[src/rtl/pwm_pair_pkg.sv]
package pwm_pair_pkg;
  localparam int CNT_W = 16;

  typedef struct packed {
    logic loadCnt;   // period event: reload both counters
    logic stepCnt;   // ordinary tick: count down
    logic forceOff;  // drive output inactive
  } pwmStrobes_t;
endpackage

[src/rtl/pwm_pair_ctrl.sv]
module pwm_pair_ctrl
  import pwm_pair_pkg::*;
(
  input  logic        clk,
  input  logic        rst_n,
  input  logic        tick,
  input  logic        startReq,
  input  logic        stopReq,
  input  logic        masterZero,
  output pwmStrobes_t strobes,
  output logic        periodIrq
);
  logic running;
  logic startGo;
  logic tickEvent;
  logic tickStep;

  assign startGo   = startReq && !stopReq;
  assign tickEvent = running && tick && !stopReq && masterZero;
  assign tickStep  = running && tick && !stopReq && !masterZero && !startGo;

  always_comb begin
    strobes.loadCnt  = startGo || tickEvent;
    strobes.stepCnt  = tickStep;
    strobes.forceOff = startGo || stopReq;
  end

  always_ff @(posedge clk or negedge rst_n) begin
    if (!rst_n) begin
      running   <= 1'b0;
      periodIrq <= 1'b0;
    end else begin
      if (stopReq)      running <= 1'b0;
      else if (startGo) running <= 1'b1;
      periodIrq <= strobes.loadCnt;
    end
  end
endmodule

[src/rtl/pwm_pair_dp.sv]
module pwm_pair_dp
  import pwm_pair_pkg::*;
#(
  parameter int W = CNT_W
) (
  input  logic         clk,
  input  logic         rst_n,
  input  pwmStrobes_t  strobes,
  input  logic         periodWrEn,
  input  logic [W-1:0] periodWrData,
  input  logic         dutyWrEn,
  input  logic [W-1:0] dutyWrData,
  output logic         masterZero,
  output logic         pwmOut
);
  logic [W-1:0] periodReg;
  logic [W-1:0] dutyReg;
  logic [W-1:0] masterCnt;
  logic [W-1:0] slaveCnt;
  logic         slaveBusy;

  assign masterZero = (masterCnt == '0);
  assign slaveBusy  = (slaveCnt != '0);

  always_ff @(posedge clk or negedge rst_n) begin
    if (!rst_n) begin
      periodReg <= '0;
      dutyReg   <= '0;
    end else begin
      if (periodWrEn) periodReg <= periodWrData;
      if (dutyWrEn)   dutyReg   <= dutyWrData;
    end
  end

  always_ff @(posedge clk or negedge rst_n) begin
    if (!rst_n) begin
      masterCnt <= '0;
      slaveCnt  <= '0;
    end else if (strobes.loadCnt) begin
      masterCnt <= periodReg;
      slaveCnt  <= dutyReg;
    end else if (strobes.stepCnt) begin
      masterCnt <= masterCnt - 1'b1;
      if (slaveBusy) slaveCnt <= slaveCnt - 1'b1;
    end
  end

  // Output reflects whether the one-shot still had ticks left at this tick.
  always_ff @(posedge clk or negedge rst_n) begin
    if (!rst_n)                                   pwmOut <= 1'b0;
    else if (strobes.forceOff)                    pwmOut <= 1'b0;
    else if (strobes.loadCnt || strobes.stepCnt)  pwmOut <= slaveBusy;
  end
endmodule

[src/rtl/pwm_pair.sv]
module pwm_pair
  import pwm_pair_pkg::*;
#(
  parameter int W = CNT_W
) (
  input  logic         clk,
  input  logic         rst_n,
  input  logic         tick,
  input  logic         startReq,
  input  logic         stopReq,
  input  logic         periodWrEn,
  input  logic [W-1:0] periodWrData,
  input  logic         dutyWrEn,
  input  logic [W-1:0] dutyWrData,
  output logic         periodIrq,
  output logic         pwmOut
);
  pwmStrobes_t strobes;
  logic        masterZero;

  pwm_pair_ctrl u_ctrl (
    .clk(clk), .rst_n(rst_n), .tick(tick), .startReq(startReq),
    .stopReq(stopReq), .masterZero(masterZero), .strobes(strobes),
    .periodIrq(periodIrq)
  );

  pwm_pair_dp #(.W(W)) u_dp (
    .clk(clk), .rst_n(rst_n), .strobes(strobes),
    .periodWrEn(periodWrEn), .periodWrData(periodWrData),
    .dutyWrEn(dutyWrEn), .dutyWrData(dutyWrData),
    .masterZero(masterZero), .pwmOut(pwmOut)
  );
endmodule

[config.mk]
export PLATFORM = sky130hd
export DESIGN_NAME = pwm_pair
export DESIGN_NICKNAME = d
export VERILOG_FILES = /design/src/rtl/pwm_pair_pkg.sv /design/src/rtl/pwm_pair_ctrl.sv /design/src/rtl/pwm_pair_dp.sv /design/src/rtl/pwm_pair.sv
export SDC_FILE = /design/constraint.sdc
export NUM_CORES = 1
export LEC_CHECK = 0
export BUFFER_PORTS_ARGS = -buffer_cell sky130_fd_sc_hd__buf_2
export CAP_MARGIN = 20
export CORE_MARGIN = 1.5
export CORE_UTILIZATION = 39
export CTS_CLUSTER_SIZE = 28
export DETAILED_ROUTE_END_ITERATION = 10
export GPL_TIMING_DRIVEN = 0
export PLACE_DENSITY = 0.64
export RECOVER_POWER = 25
export SLEW_MARGIN = 25
export SYNTH_ARGS = -nofsm -noshare
export SYNTH_HDL_FRONTEND = slang
export SYNTH_SLANG_ARGS = --single-unit
[constraint.sdc]
create_clock -name clk -period 7.91 [get_ports clk]
set_clock_uncertainty 0.1 [all_clocks]
set_input_delay 1.582 -clock clk [delete_from_list [all_inputs] [get_ports clk]]
set_output_delay 1.582 -clock clk [all_outputs]
set_load 0.1 [all_outputs]
## Word level (Yosys, flattened, before mapping)

Cells that the tools add are included.

| cells by class | value |
|---|---|
| muxes and demuxes | 9 |
| reductions and logical operators | 19 |
| add/subtract/negate cells | 2 |

Operator list:

| kind | count |
|---|---|
| 2-to-1 mux 16 bit | 5 |
| subtractor 16 x 1 -> 16 bit, second input constant | 2 |
| logical NOT 16 bit | 1 |
| nonzero test 16 bit | 1 |
| nonzero test 2 bit | 4 |
| logical AND 1 bit | 6 |
| 2-to-1 mux 1 bit | 4 |
| logical NOT 1 bit | 3 |
| logical OR 1 bit | 3 |
| AND reduction 2 bit | 1 |

| storage, ports and cells | value |
|---|---|
| word-level logic and storage cells | 37 |
| register bits | 67 |
| input bits | 39 |
| output and inout bits | 2 |

## Longest topological paths before layout

Gate-level depths: netlist of the first run.

| depth | value |
|---|---|
| depth after elaboration | 7 |
| mapped depth | 10 |
| gate-level depth less buffers | 8 |

## By module

From an unflattened synthesis of the first run, not the netlist that was laid out.

| second synthesis, totals | value |
|---|---|
| cells, all modules | 310 |
| area total of the unflattened synthesis | 3250.6 um^2 |

Modules (own cells, without submodules):

| module | area an instance (um^2) | cells an instance | instances |
|---|---|---|---|
| pwm_pair_dp | 3153.0 | 300 | 1 |
| pwm_pair_ctrl | 97.6 | 10 | 1 |

## Worst setup path before layout of the first run

OpenSTA, ideal clock, no wires.

| path | value |
|---|---|
| kind | input port to flip-flop |
| from | input stopReq |
| to | register u_dp.masterCnt[11] |
| setup time | 0.126 ns |
| arrival time | 2.950 ns |
| stages | 8 |
| buffers on the path | 2 |
| setup slack | 4.734 ns |
| path through | and3b_1 -> nand3_1 -> o41a_1 -> buf_6 -> clkinv_8 -> buf_8 -> nor2_1 -> a221o_1 |

| on the way | value |
|---|---|
| longest elaborated chain between the ends | 5 |

RTL lines:

| item | line | text |
|---|---|---|
| from (decl) | pwm_pair.sv:10 | `input logic stopReq,` |
| logical NOT 1 bit * | pwm_pair_ctrl.sv:18, pwm_pair_ctrl.sv:19, pwm_pair_ctrl.sv:20 |  |
| logical AND 1 bit, on equally long branches | pwm_pair_ctrl.sv:19, pwm_pair_ctrl.sv:20, pwm_pair_ctrl.sv:18 |  |
| logical AND 1 bit (tied with other cells) | pwm_pair_ctrl.sv:19 | `assign tickEvent = running && tick && !stopReq && masterZero;` |
| logical OR 1 bit / logical AND 1 bit (equally long branches) | pwm_pair_ctrl.sv:23, pwm_pair_ctrl.sv:20 |  |
| 2-to-1 mux 16 bit / nonzero test 2 bit (equally long branches) | n/a |  |
| to (signal assigned) | pwm_pair_dp.sv:40 | `masterCnt <= periodReg;` |
| to (signal assigned) | pwm_pair_dp.sv:43 | `masterCnt <= masterCnt - 1'b1;` |
| to (decl) | pwm_pair_dp.sv:18 | `logic [W-1:0] masterCnt;` |

Every way passes the cells marked *; elsewhere a longest branch is shown, timed or not.
A chain may end at the register's enable or synchronous reset.

==> run_results.csv, run 1 <==
group,metric,value,unit
logic_synthesis,synthFlopType,"dfrtp_1",
logic_synthesis,synth_area_leaders,"dfrtp_1 (50%), mux2_2 (11%), nand2_1 (2.8%)",
hold_path,worstHoldEndpoint,"u_dp.slaveCnt[4]",
floorplanning,die_y,95.7,um
critical_path,cp.required,7.82,ns
clock_network,cts-root-buf,"clkbuf_8",
clock_network,cts_buffers,9,
hold_path,min_path_cells,2,
critical_path,crit_buf_inv,2,
logic_synthesis,yosys_warnings,0,
floorplanning,core_area,0.00826,mm2
routing,dr_total_vias,2765,
floorplanning,ios,41,
run_status,violations,"capacitance limit, slew limit",
critical_path,cp_slowest_stage_delay,1.64,ns
clock_network,htree_levels,3,
global_route,grt_usage,19.1,%
logic_synthesis,synthArstFlopShare,100,%
sta,fin_crit_sh,54.8,%
sta,relSlewSlack,-45.7,%
layout,finalNonFillerCells,479,
sta,rsz0062_at_grt,"false",
logic_synthesis,synth_nets,361,
sta,final_max_slew_viol_count,42,
power,p_leak,1.58,nW
logic_synthesis,synth_area,0.00335,mm2
logic_synthesis,synth_edf_count,0,
global_route,grt_pass1_vias,2625,
critical_path,crit_family,"buffers and inverters",
critical_path,r2r_start,"u_dp.masterCnt[0]",
global_route,grt_pass1_wl,13200,um
critical_path,cp.arrival,4.25,ns
routing,highest_layer,"met4",
layout,layout.nets,411,
logic_synthesis,ys_ff_latch,67,
clock_network,cts_setup_buffers,0,
routing,first_iter_violations,144,
layout,nFillCells,800,
layout,fin_area,0.00386,mm2
routing,drt-total-wl,7990,um
critical_path,critPathKind,"in2async",
routing,wl_met2,3690,um
critical_path,cp-end-kind,"asynchronous set/reset pin",
logic_synthesis,synth.top_cell.area_share,50.1,%
routing,remaining_drc_errors,0,
critical_path,ff2ff_setup_slack,5.04,ns
sta,hold_viol,0,
flow_run,drv_cap,1,
placement,dp_cells,464,
sta,setup_ws,3.58,ns
critical_path,cp-start-kind,"input port",
routing,drtAntennaViolNets,0,
placement,place_area,0.00369,mm2
floorplanning,num_rows,33,
sta,worst_pin_slew,2.19,ns
placement,port_buffers,38,
sta,setup_tns,0,ns
routing,firstDrtPassIters,4,
floorplanning,die_w,95.7,um
sta,fin_hold_ws,0.396,ns
logic_synthesis,syn-mean-instance-area,10.5,um2
routing,wl_met3,423,um
logic_synthesis,yosysSeqAreaShare,50.1,%
placement,gp_congestion,0.927,
power,peakVddDrop,0.105,mV
layout,regArea,0.00168,mm2
placement,place_ws,4.40,ns
clock_network,cts_tree,"built",
clock_network,postCtsHoldBufs,0,
hold_path,hold_start,"u_dp.dutyReg[4]",
critical_path,cp_cell_sequence,"clkbuf_1, clkbuf_1",
clock_network,cts_resized,0,
layout,drive_gt1_share,24.9,%
critical_path,worst_r2r_path_depth,9,
floorplanning,die_area,0.00915,mm2
layout,n_antenna_cell,0,
power,p_per_area,224,mW/mm2
critical_path,rr_endpoint,"u_dp.masterCnt[3]",
sta,max_freq,231,MHz
global_route,grt_max_degree,42,
hold_path,min_path_type,"reg2reg",
global_route,grt-ovfl-total,0,
run_status,status,"finished with violations",
routing,wl_per_cell,16.7,um
clock_network,clock_path_buffers,2,
routing,viasPerCell,5.77,
layout,final_common_cell,"dfrtp_1",
routing,drt-met1-wl,3750,um
layout,multiInputGateArea,0.00154,mm2
sta,setup_viol,0,
clock_network,cts.sinks,67,
critical_path,cp_max_fo,41,
layout,final_cell_mix,"dfrtp_1 (67), buf_2 (39), mux2_2 (33)",
placement,place.detailed.hpwl,5570,um
logic_synthesis,synth_cell_types,51,
clock_network,clk_latency,0.35,ns
clock_network,clk_pin_slew,0.07,ns
logic_synthesis,synth_cells,320,
global_route,antenna_found_initial,0,
critical_path,slowest_stage,"clkbuf_1",
floorplanning,start_util,40.5,%
sta,final.min_clock_period,4.33,ns
layout,synthToLayoutAreaGrowth,15.4,%
critical_path,crit_top_cell,"clkbuf_1",
logic_synthesis,yosys.area.top_type,"dfrtp_1",
==> layout make-up <==
type,count,share of cell area [%]
clock inverters,2,0.906
multi-input cells,228,39.7
flip-flops and latches,67,43.4
plain buffers,16,2.33
repair buffers,39,4.95
well taps,105,3.40
clock buffers,13,4.11
inverters,9,1.20
==> worst max-delay path by stage <==
stage,start,endpoint,slack [ns],cells after the start
5_1_grt,rst_n,u_dp.masterCnt[15],2.78,2
6_report,rst_n,u_dp.slaveCnt[8],3.58,2
4_1_cts,stopReq,u_dp.masterCnt[3],4.74,8
3_3_place_gp,stopReq,u_dp.masterCnt[3],4.39,8
3_5_place_dp,stopReq,u_dp.masterCnt[3],4.40,8
2_1_floorplan,stopReq,u_dp.masterCnt[11],4.73,8
==> power breakdown <==
part           switching, mW  internal, mW  leakage [nW]
Clock                  0.127         0.161        0.0995
Sequential            0.0467         0.391         0.765
Combinational         0.0735        0.0661         0.714
==> metal layers <==
layer | vias to the layer above | global-route usage (%)
met3 | 8 | 3.03
li1 | 1319 | -
met5 | - | 0
met4 | 0 | 8.82
met2 | 70 | 29.7
met1 | 1368 | 26.0
==> cells by family (layout without fill, tap and decap cells) <==
group,after synthesis,in the layout,share of synthesized area [%]
adder cells (fa/ha/maj),2,2,0.747
flip-flops,67,67,50.1
XOR/XNOR,1,1,0.262
buffers and inverters,25,79,4.07
AO/OA/AOI/OAI,73,73,14.8
AND/OR/NAND/NOR,115,115,17.7
multiplexers,37,37,12.3
==> flip-flops by register name, indices dropped and copies added (netlist names) <==
name,count
u_ctrl.periodIrq,1
u_dp.slaveCnt,16
u_ctrl.running,1
u_dp.periodReg,16
u_dp.pwmOut,1
u_dp.masterCnt,16
u_dp.dutyReg,16
==> synth_stat cells, drive strengths merged (2+ instances only) <==
library cell	count
nor4	7
and3	5
nand4	5
dfrtp	67
a31oi	14
a311o	2
o311ai	3
or4	8
inv	8
nor3b	2
clkbuf	9
nand3	13
mux2	33
nor2	23
a22oi	5
or3	2
a211o	2
o31ai	3
a21oi	12
a221o	3
a31o	2
o21ai	15
buf	7
nor3	17
nand2	25
ha	2
o22ai	2
mux2i	4
o41ai	2
==> per-stage QoR <==
step | power (mW) | utilization (%)
after floorplan | 0.532 | -
after CTS | 0.871 | 47.1
after global placement | 0.575 | 44.4
after detailed placement | 0.583 | 44.7
final | 0.866 | 46.8
after global routing | 0.911 | 46.8
(Power assumes the default switching activity.)
==> run 2, diff against run 1 <==
--- a/config.mk
+++ b/config.mk
@@ -5,6 +5,7 @@
 export SDC_FILE = /design/constraint.sdc
 export NUM_CORES = 1
 export LEC_CHECK = 0
+export ABC_AREA = 1
 export BUFFER_PORTS_ARGS = -buffer_cell sky130_fd_sc_hd__buf_2
 export CAP_MARGIN = 20
 export CORE_MARGIN = 1.5
@@ -12,7 +13,7 @@
 export CTS_CLUSTER_SIZE = 28
 export DETAILED_ROUTE_END_ITERATION = 10
 export GPL_TIMING_DRIVEN = 0
-export PLACE_DENSITY = 0.64
+export PLACE_DENSITY = 0.66
 export RECOVER_POWER = 25
 export SLEW_MARGIN = 25
 export SYNTH_ARGS = -nofsm -noshare
==> constraint.sdc (replaced) <==
create_clock -name clk -period 3.9 [get_ports clk]
set_clock_uncertainty 0.1 [all_clocks]
set_input_delay 0.78 -clock clk [delete_from_list [all_inputs] [get_ports clk]]
set_output_delay 0.78 -clock clk [all_outputs]
set_load 0.1 [all_outputs]
==> run_results.csv, run 2 <==
group,metric,value,unit
global_route,antenna_found_initial,0,
clock_network,cts_resized,0,
sta,final.min_clock_period,2.46,ns
logic_synthesis,syn-mean-instance-area,7.25,um2
layout,n_antenna_cell,0,
hold_path,min_path_type,"reg2reg",
layout,final_cell_mix,"nand2_1 (239), dfrtp_1 (67), nor2_1 (48)",
placement,port_buffers,38,
logic_synthesis,yosys_warnings,0,
clock_network,cts_buffers,9,
layout,regArea,0.00168,mm2
sta,setup_viol,0,
critical_path,worst_r2r_path_depth,12,
floorplanning,start_util,39.8,%
layout,layout.nets,620,
floorplanning,die_area,0.0104,mm2
sta,rsz0062_at_grt,"false",
layout,final_common_cell,"nand2_1",
layout,fin_area,0.00438,mm2
placement,dp_cells,701,
critical_path,ff2ff_setup_slack,1.86,ns
sta,hold_viol,0,
global_route,grt_max_degree,47,
floorplanning,die_y,102,um
logic_synthesis,synth_cell_types,26,
routing,firstDrtPassIters,5,
routing,viasPerCell,4.73,
routing,wl_per_cell,12.0,um
critical_path,crit_family,"buffers and inverters",
logic_synthesis,synth_cells,529,
logic_synthesis,yosysMostFrequentCell,"nand2_1",
sta,relSlewSlack,22.4,%
critical_path,critPathKind,"in2async",
clock_network,htree_levels,3,
logic_synthesis,yosysSeqAreaShare,43.7,%
power,p_per_area,542,mW/mm2
sta,setup_tns,0,ns
critical_path,cp-start-kind,"input port",
routing,drtAntennaViolNets,0,
logic_synthesis,synthArstFlopShare,100,%
logic_synthesis,synth_nets,570,
placement,place_area,0.00422,mm2
routing,dr_total_vias,3389,
clock_network,clock_path_buffers,2,
routing,first_iter_violations,227,
floorplanning,num_rows,36,
layout,drive_gt1_share,17.6,%
run_status,status,"complete, no violations",
logic_synthesis,ys_ff_latch,67,
routing,drt-total-wl,8620,um
global_route,grt_pass1_wl,14600,um
critical_path,cp.arrival,2.66,ns
critical_path,cp_max_fo,46,
critical_path,slowest_stage,"clkbuf_2",
clock_network,clk_latency,0.36,ns
hold_path,worstHoldEndpoint,"u_dp.masterCnt[3]",
power,fin_total_pwr,2.37,mW
logic_synthesis,yosys.area.top_type,"dfrtp_1",
layout,final_util,45.4,%
critical_path,cp_slowest_stage_delay,1.02,ns
power,peakVddDrop,0.241,mV
global_route,grt-ovfl-total,0,
sta,max_freq,407,MHz
floorplanning,die_w,102,um
logic_synthesis,synthFlopType,"dfrtp_1",
critical_path,cp_cell_sequence,"clkbuf_1, clkbuf_2",
sta,fin_crit_sh,63.0,%
critical_path,crit_buf_inv,2,
clock_network,postCtsHoldBufs,0,
logic_synthesis,synth_area,0.00384,mm2
clock_network,cts-root-buf,"clkbuf_8",
layout,multiInputGateArea,0.00185,mm2
critical_path,r2r_start,"u_dp.slaveCnt[0]",
placement,gp_congestion,0.868,
logic_synthesis,synth_edf_count,0,
floorplanning,core_area,0.00964,mm2
critical_path,cp.required,4.10,ns
clock_network,cts_tree,"built",
logic_synthesis,synth.top_cells.by_count,"nand2_1 (239), dfrtp_1 (67), nor2_1 (48)",
floorplanning,ios,41,
clock_network,clk_pin_slew,0.07,ns
hold_path,hold_start,"u_dp.masterCnt[3]",
flow_run,drv_cap,0,
hold_path,min_path_cells,2,
critical_path,rr_endpoint,"u_dp.slaveCnt[2]",
power,p_leak,2.33,nW
clock_network,cts.sinks,67,
logic_synthesis,synth.top_cell.area_share,43.7,%
critical_path,cp-end-kind,"asynchronous set/reset pin",
layout,nFillCells,967,
logic_synthesis,synth_area_leaders,"dfrtp_1 (44%), nand2_1 (23%), mux2_2 (5.3%)",
routing,remaining_drc_errors,0,
layout,finalNonFillerCells,717,
sta,worst_pin_slew,1.16,ns
placement,place.detailed.hpwl,6340,um
clock_network,cts_setup_buffers,0,
global_route,grt_usage,18.2,%
sta,final_max_slew_viol_count,0,
layout,synthToLayoutAreaGrowth,14.1,%
global_route,grt_pass1_vias,3164,
-- run 2: cell types whose count changed after synthesis, sizes merged, moves of 10 or more --
cell	previous run	this run
nor3	17	0
nor2	23	52
a31oi	14	0
nand2	25	249
inv	8	50
a21oi	12	0
o21ai	15	25
nand3	13	32
mux2	33	18
-- run 2: area by class of cell --
type,instances,share of cell area (%)
multi-input cells,395,42.3
flip-flops and latches,67,38.3
repair buffers,39,4.43
inverters,50,4.34
well taps,133,3.80
clock buffers,12,3.54
plain buffers,17,2.72
clock inverters,4,0.572
-- run 2: worst max path at each step --
| stage | start | endpoint | depth (start not counted) |
|---|---|---|---|
| floorplan | stopReq | u_dp.masterCnt[5] | 10 |
| global placement | rst_n | u_dp.periodReg[4] | 1 |
| detailed placement | startReq | u_dp.masterCnt[12] | 9 |
| CTS | u_dp.slaveCnt[0] | u_dp.slaveCnt[2] | 12 |
| global route | rst_n | u_dp.masterCnt[9] | 2 |
| finish | rst_n | u_dp.masterCnt[11] | 2 |
-- run 2: metal layers --
layer  vias to the layer above  global-route usage [%]  part of all wire [%]
met2                        83                    27.4                    44
met5                         -                       0                     0
met4                         0                    6.01                   1.5
met3                        10                    4.31                   5.2
li1                       1730                       -                     -
met1                      1566                    25.8                    50
-- run 2: logic make-up (layout without fill, tap and decap cells) --
family / Yosys count / in the layout / synth area share, %
xor+xnor: 6 / 6 / 1.37
buf+inv: 67 / 122 / 8.05
fa+ha+maj: 2 / 2 / 0.652
mux: 18 / 18 / 5.28
compound gates: 26 / 26 / 3.46
flops: 67 / 67 / 43.7
simple gates: 343 / 343 / 37.5
-- run 2: where the power goes --
group	switching, mW	internal, mW
logic	0.524	0.314
registers	0.155	0.843
clock network	0.273	0.263
total	0.952	1.42
-- run 2: worst reg2reg max path, delay by kind of cell (launching register included) --
family                     cells  cell delay [ns]
DFF                            1             0.41
adders and majority gates      1             0.24
and+or+nand+nor                8             0.85
buffers and inverters          3             0.31
-- run 2: through the flow --
step	hold WS (ns)	setup WS (ns)
3_5_place_dp	0.388	1.62
3_3_place_gp	0.376	1.60
2_1_floorplan	0.360	1.99
5_1_grt	0.427	0.984
6_report	0.401	1.44
4_1_cts	0.208	1.84
